`src/rtl/fp8w_pkg.sv`:
```
// Shared constants and types for the FP8 to BF16 widening converter.
// Assumes BF16 uses a bias of 127 and 7 stored mantissa bits.
package fp8w_pkg;
    localparam int          FP8_W     = 8;
    localparam int          BF16_W    = 16;
    localparam int          FMT_W     = 3;
    localparam logic [15:0] BF16_DNAN = 16'h7FC0;

    typedef enum logic [2:0] {
        FMT_E5M2 = 3'd0,
        FMT_E4M3 = 3'd1
    } fp8_fmt_e;

    // Unpacked 8-bit value: exp is a two's-complement unbiased exponent,
    // frac holds three fraction bits below an implicit leading one.
    typedef struct packed {
        logic       is_nan;
        logic       is_snan;
        logic       is_inf;
        logic       is_zero;
        logic       sign;
        logic [7:0] exp;
        logic [2:0] frac;
    } fp8_parts_t;
endpackage

```
`src/rtl/fp8w_mode_pick.sv`:
```
// Chooses the format code and the effective scale from the mode word.
// Assumes the field positions given by the parameters. Only the low
// SCL_USE_W bits of the chosen scale field are passed on.
module fp8w_mode_pick import fp8w_pkg::*; #(
    parameter int MODE_W      = 32,
    parameter int FMT_LSB_A   = 0,
    parameter int FMT_LSB_B   = 3,
    parameter int SCL_LSB_A   = 8,
    parameter int SCL_LSB_B   = 16,
    parameter int SCL_FIELD_W = 7,
    parameter int SCL_USE_W   = 6
) (
    input  logic [MODE_W-1:0]    mode_word_i,
    input  logic                 variant_i,
    output logic [FMT_W-1:0]     fmt_o,
    output logic [SCL_USE_W-1:0] scale_o
);
    logic [SCL_FIELD_W-1:0] field_sel;
    logic                   unused_mode_bits;

    // Pick the field pair that belongs to the requested variant.
    always_comb begin
        if (variant_i) begin
            fmt_o     = mode_word_i[FMT_LSB_B +: FMT_W];
            field_sel = mode_word_i[SCL_LSB_B +: SCL_FIELD_W];
        end else begin
            fmt_o     = mode_word_i[FMT_LSB_A +: FMT_W];
            field_sel = mode_word_i[SCL_LSB_A +: SCL_FIELD_W];
        end
        scale_o = field_sel[SCL_USE_W-1:0];
    end

    assign unused_mode_bits = ^{mode_word_i, field_sel};
endmodule

```
`src/rtl/fp8w_decode.sv`:
```
// Unpacks one 8-bit float in either supported format into sign,
// unbiased exponent and normalised fraction. Subnormals are normalised
// here. Assumes the caller has already rejected unsupported format codes.
module fp8w_decode import fp8w_pkg::*; (
    input  logic [FP8_W-1:0] code_i,
    input  logic             fmt_e4m3_i,
    output fp8_parts_t       parts_o
);
    logic [4:0] ef;
    logic [2:0] fr;
    logic [7:0] bias;

    // Split the code into fields, then classify and normalise it.
    always_comb begin
        if (fmt_e4m3_i) begin
            ef   = {1'b0, code_i[6:3]};
            fr   = code_i[2:0];
            bias = 8'd7;
        end else begin
            ef   = code_i[6:2];
            fr   = {code_i[1:0], 1'b0};
            bias = 8'd15;
        end
        parts_o      = '0;
        parts_o.sign = code_i[7];
        if (!fmt_e4m3_i && ef == 5'd31) begin
            if (fr == 3'd0) begin
                parts_o.is_inf = 1'b1;
            end else begin
                parts_o.is_nan  = 1'b1;
                parts_o.is_snan = ~fr[2];
            end
        end else if (fmt_e4m3_i && ef == 5'd15 && fr == 3'd7) begin
            parts_o.is_nan = 1'b1;
        end else if (ef == 5'd0) begin
            if (fr == 3'd0) begin
                parts_o.is_zero = 1'b1;
            end else if (fr[2]) begin
                parts_o.exp  = 8'd0 - bias;
                parts_o.frac = {fr[1:0], 1'b0};
            end else if (fr[1]) begin
                parts_o.exp  = 8'hFF - bias;
                parts_o.frac = {fr[0], 2'b00};
            end else begin
                parts_o.exp  = 8'hFE - bias;
                parts_o.frac = 3'd0;
            end
        end else begin
            parts_o.exp  = {3'b000, ef} - bias;
            parts_o.frac = fr;
        end
    end
endmodule

```
`src/rtl/fp8w_encode.sv`:
```
// Packs unpacked parts, scaled down by 2**scale, into BF16. Assumes the
// scaled exponent always lands in the BF16 normal range, which holds
// for both input formats and any 6-bit scale, so no rounding is needed.
module fp8w_encode import fp8w_pkg::*; #(
    parameter int SCL_USE_W = 6
) (
    input  fp8_parts_t            parts_i,
    input  logic [SCL_USE_W-1:0]  scale_i,
    output logic [BF16_W-1:0]     bf_o
);
    localparam int EW = 10;

    logic signed [EW-1:0] biased;
    logic                 unused_high;

    // Rebias the exponent after subtracting the scale.
    always_comb begin
        biased = $signed({{(EW-8){parts_i.exp[7]}}, parts_i.exp})
               - $signed({{(EW-SCL_USE_W){1'b0}}, scale_i})
               + 10'sd127;
    end

    // Choose the special encodings first, then the finite value.
    always_comb begin
        if (parts_i.is_nan)       bf_o = BF16_DNAN;
        else if (parts_i.is_inf)  bf_o = {parts_i.sign, 8'hFF, 7'h00};
        else if (parts_i.is_zero) bf_o = {parts_i.sign, 15'h0000};
        else                      bf_o = {parts_i.sign, biased[7:0], parts_i.frac, 4'h0};
    end

    assign unused_high = ^{biased[EW-1:8], parts_i.is_snan};
endmodule

```
`src/rtl/fp8w_lane.sv`:
```
// One conversion lane: rejects unsupported format codes, otherwise
// decodes and packs. Reports whether this lane raises invalid.
module fp8w_lane import fp8w_pkg::*; #(
    parameter int SCL_USE_W = 6
) (
    input  logic [FP8_W-1:0]     code_i,
    input  logic [FMT_W-1:0]     fmt_i,
    input  logic [SCL_USE_W-1:0] scale_i,
    output logic [BF16_W-1:0]    bf_o,
    output logic                 invalid_o
);
    fp8_parts_t          parts;
    logic [BF16_W-1:0]   packed_bf;
    logic                supported;

    assign supported = (fmt_i == FMT_E5M2) || (fmt_i == FMT_E4M3);

    fp8w_decode u_dec (
        .code_i     (code_i),
        .fmt_e4m3_i (fmt_i == FMT_E4M3),
        .parts_o    (parts)
    );

    fp8w_encode #(.SCL_USE_W(SCL_USE_W)) u_enc (
        .parts_i (parts),
        .scale_i (scale_i),
        .bf_o    (packed_bf)
    );

    // Unsupported codes give the default NaN and an invalid signal.
    always_comb begin
        bf_o      = supported ? packed_bf : BF16_DNAN;
        invalid_o = supported ? parts.is_snan : 1'b1;
    end
endmodule

```
`src/rtl/fp8_bf16_widen.sv`:
```
// Top: widens eight 8-bit floats from one half of a 128-bit vector into
// eight BF16 lanes. Everything is read in the accepting cycle and the
// result is registered, so an aliased destination is safe. Keeps a
// sticky invalid flag. Synchronous active-low reset.
module fp8_bf16_widen import fp8w_pkg::*; #(
    parameter int LANES       = 8,
    parameter int MODE_W      = 32,
    parameter int FMT_LSB_A   = 0,
    parameter int FMT_LSB_B   = 3,
    parameter int SCL_LSB_A   = 8,
    parameter int SCL_LSB_B   = 16,
    parameter int SCL_FIELD_W = 7,
    parameter int SCL_USE_W   = 6,
    localparam int SRC_W      = 2 * LANES * FP8_W,
    localparam int RES_W      = LANES * BF16_W
) (
    input  logic              clk,
    input  logic              rst_n,
    input  logic              in_valid,
    input  logic [SRC_W-1:0]  src_vec,
    input  logic              variant_sel,
    input  logic              upper_half,
    input  logic [MODE_W-1:0] mode_word,
    output logic              out_valid,
    output logic [RES_W-1:0]  result,
    output logic              exc_invalid
);
    logic [FMT_W-1:0]     sel_fmt;
    logic [SCL_USE_W-1:0] sel_scale;
    logic [RES_W-1:0]     lane_res;
    logic [LANES-1:0]     lane_inv;

    fp8w_mode_pick #(
        .MODE_W(MODE_W), .FMT_LSB_A(FMT_LSB_A), .FMT_LSB_B(FMT_LSB_B),
        .SCL_LSB_A(SCL_LSB_A), .SCL_LSB_B(SCL_LSB_B),
        .SCL_FIELD_W(SCL_FIELD_W), .SCL_USE_W(SCL_USE_W)
    ) u_pick (
        .mode_word_i (mode_word),
        .variant_i   (variant_sel),
        .fmt_o       (sel_fmt),
        .scale_o     (sel_scale)
    );

    for (genvar i = 0; i < LANES; i++) begin : g_lane
        logic [FP8_W-1:0] byte_sel;
        assign byte_sel = upper_half ? src_vec[(LANES+i)*FP8_W +: FP8_W]
                                     : src_vec[i*FP8_W +: FP8_W];
        fp8w_lane #(.SCL_USE_W(SCL_USE_W)) u_lane (
            .code_i    (byte_sel),
            .fmt_i     (sel_fmt),
            .scale_i   (sel_scale),
            .bf_o      (lane_res[i*BF16_W +: BF16_W]),
            .invalid_o (lane_inv[i])
        );
    end

    // Register the result and valid, and accumulate the sticky flag.
    always_ff @(posedge clk) begin
        if (!rst_n) begin
            out_valid   <= 1'b0;
            result      <= '0;
            exc_invalid <= 1'b0;
        end else begin
            out_valid <= in_valid;
            if (in_valid) begin
                result      <= lane_res;
                exc_invalid <= exc_invalid | (|lane_inv);
            end
        end
    end
endmodule

```
`config.mk`:
```
export PLATFORM = sky130hd
export DESIGN_NAME = fp8_bf16_widen
export DESIGN_NICKNAME = d
export VERILOG_FILES = /design/src/rtl/fp8w_pkg.sv /design/src/rtl/fp8w_mode_pick.sv /design/src/rtl/fp8w_decode.sv /design/src/rtl/fp8w_encode.sv /design/src/rtl/fp8w_lane.sv /design/src/rtl/fp8_bf16_widen.sv
export SDC_FILE = /design/constraint.sdc
export NUM_CORES = 1
export LEC_CHECK = 0
export ABC_AREA = 1
export ABC_CLOCK_PERIOD_IN_PS = 8200
export CORE_UTILIZATION = 33
export DETAILED_ROUTE_END_ITERATION = 10
export PLACE_DENSITY = 0.67
export SLEW_MARGIN = 25
export SYNTH_ARGS = -nofsm -noshare
export SYNTH_HDL_FRONTEND = slang
export SYNTH_HIERARCHICAL = 1
export SYNTH_SLANG_ARGS = --single-unit
```
`constraint.sdc`:
```
create_clock -name clk -period 8.2 [get_ports clk]
set_input_delay 1.64 -clock clk [delete_from_list [all_inputs] [get_ports clk]]
set_output_delay 1.64 -clock clk [all_outputs]
set_load 0.05 [all_outputs]
```
==> metrics.md <==
| Metric | Value |
|---|---|
| Via-to-Cell Ratio | about 4.4 |
| # setup viols final | 0 |
| Sequential share of power | 22.9% |
| Syn Area/Cell | slightly above 6 um^2 |
| Design area | 18500 um^2 |
| Sequential share of the synthesized area | between 10% and 20% |
| FF+latch count, synth | 130 |
| Vias in the first global route | ~14000 |
| Placed cell areas | 17900 um^2 |
| Total power | roughly 3.1 mW |
| Final #Nets | about 3000 |
| Hold Path Class | flip-flop to flip-flop |
| DP Cell Count | between 3000 and 4000 |
| R2r setup slk | 7530 ps |
| Worst path depth | 29 |
| RR Startpoint | result[59] |
| CTS Buf Count | 17 |
| Largest stage delay, worst path | between 700 and 800 ps |
| R2R depth | 2 |
| Final cell count without fillers | 3253 |
| Power density over cell area | about 170 nW/um^2 |
| Die width | 215 um |
| Initial DRC count | between 600 and 700 |
| Critical path's top delay family | simple AND/OR/NAND/NOR gates |
| Sw Ratio | a little over two fifths |
| Total gr overflow | 0 |
| Min cycle time layout | 6220 ps |
| Sw Pwr | approximately 1.3 mW |
| GRT Resource Usage Total | around 19% |
| Fillers | roughly 4700 |
| Setup crit end | result[44] |
| Multi-input gate area | slightly above 10000 um^2 |
| Worst IR drop on VDD | around 0.13 mV |
| Global-route wire length before repair | 68200 um |
| Highest net fanout along the worst path | 14 |
| Initial antenna violation count | 0 |
| CP most frequent cell | nand2_1 |
| Least-Margin Pin Slew | around 950 ps |
| Crit path from | variant_sel |
| Ports | ~300 |
| CP max-delay cell | nor2_1 |
| Area Overhead vs Synth | 24.1% |
| Max-cap violations | 0 |
| WL final | around 40000 um |
| Die Ht | 215 um |
| Die area | 46100 um^2 |
| Clock power share | about a quarter |
| Final Hold Fails | 0 |
| Vias | approximately 14000 |
| Avg WL per Cell | about 13 um |
| GP Congestion | about 0.86 |
| Layout cells sized above 1 | between 10% and 20% |
| Unrepaired setup endpoints after global routing | no |
| Period utilization | between 70% and 80% |
| Post-Syn Area | roughly 15000 um^2 |
| Slew HR | 36.7% |
| Arr. time, crit path | approximately 6600 ps |
| DPL Wire Length | roughly 32000 um |
| CTS sink cnt | between 100 and 150 |
| # DRC | 0 |
| P_int | roughly 1.8 mW |
| FF/Latch Area | 2600 um^2 |
| # diodes | 0 |
| Clock root cell | clkbuf_16 |
| Yosys synthesis warning count | 6 |
| Final hold slack | around 460 ps |
| Setup ws final | between 1500 and 2000 ps |
| Starting density of the core | 33.6% |
| Final ANT Viol Nets | 0 |
| Cell variety after synth | 38 |
| CP Class | primary input to flip-flop |
| Comb pwr share | 51.5% |
| Hold buffer count at CTS | 0 |
| H-tree depth | 4 |
| Core area | 44400 um^2 |
| Cells after synthesis | ~2400 |
| Max Clock Freq | 161 MHz |
| Status | finished, final reports clean |
| Initial DRT Pass Iterations | 5 |
| Final Skew | 0 ps |
| Largest net degree at the start of global routing | between 80 and 90 |
| Critical Path End Type | flip-flop |
| Worst-path clk slew | 60 ps |
| Pre-CTS WS | between 1000 and 1500 ps |
| Critical Path RT | 8570 ps |
| R2R Path End | result[59] |
| Commonest non-fill, non-tap cell in the layout | nand2_1 |
| CTS tree | yes |
| Port Buf Inserts | 280 |
| CP Buf/Inv Count | 5 |
| Worst-skew pair later-pin latency | around 470 ps |
| Leakage | approximately 9.4 nW |
| Most frequent cells in the layout | nand2_1, nor2_1, inv_1 |
| Total setup buffers inserted after CTS | 0 |
| Worst-case clock buffer depth | 2 |
| Setup TNS | 0 ps |
| Post-CTS Resized | 0 |
| Core Rows | 77 |
| Final Slew Violations | 0 |
| Crit path launch type | primary input |
| Core Util, Final | 41.7% |
[Yosys cell counts, drive strengths merged]
cell type  instances  area [um^2]
a21oi             40          204
buf               75          648
clkbuf            23         98.9
clkinv            16          103
conb               8         30.0
dfxtp            130         2600
fa                 8          160
ha               112         1400
inv              398         1500
mux2              64          721
nand2            592         2630
nand3             93          586
nand4             13         81.3
nor2             548         2480
nor3              32          240
nor3b              8          100
o21a               8         60.1
o21ai            225         1160
o21bai             8         60.1
xnor2              8         70.1
[how the worst min path moves through the flow]
stage | startpoint | to | slack (ps) | cells after the start
after CTS | exc_invalid | exc_invalid | 470 | 2
final | exc_invalid | exc_invalid | 460 | 2
after detailed placement | exc_invalid | exc_invalid | 460 | 2
after global placement | exc_invalid | exc_invalid | 430 | 2
after global routing | exc_invalid | exc_invalid | 500 | 2
after floorplan | exc_invalid | exc_invalid | 660 | 2
[area by class of cell]
class	instances	area share, %
multi-input combinational	1791	54.4
timing repair buffer	295	15.7
sequential	130	14.0
inverter	414	8.63
tap	592	4.00
clock buffer	19	2.39
clock inverter	12	0.857
[power by group through the flow]
stage | combinational [mW] | clock, mW | sequential (mW)
6_report | 1.61 | 0.798 | 0.715
5_1_grt | 1.83 | 0.849 | 0.722
4_1_cts | 1.62 | 0.834 | 0.715
3_5_place_dp | 1.61 | 0 | 0.727
3_3_place_gp | 1.60 | 0 | 0.727
2_1_floorplan | 1.04 | 0 | 0.917
[registers in the layout, indices dropped and copies added (netlist names)]
name         flops
out_valid        1
result         128
exc_invalid      1
[kinds of logic after synthesis]
logic type | count (synthesis) | synth area share, %
AO/OA/AOI/OAI | 281 | 9.91
XOR/XNOR | 8 | 0.469
adder cells (fa/ha/maj) | 120 | 10.5
buffers and inverters | 512 | 15.7
flip-flops | 130 | 17.4
multiplexers | 64 | 4.83
other | 8 | 0.201
AND/OR/NAND/NOR | 1286 | 41.0
[per-layer routing]
metal | up-vias | global-route usage [%] | part of all wire [%]
met4 | 0 | 5.95 | 1.9
met5 | - | 0 | 0
met3 | 39 | 3.75 | 4.4
met1 | 6205 | 23.9 | 49
met2 | 242 | 30.7 | 45
li1 | 7834 | - | -
[tightest hold or removal path: cells and delay by family, from the launching register on]
kind          cells  cell delay, ps
flops             1             320
simple gates      2             100
Note: power is estimated with default switching activity, not from simulation.
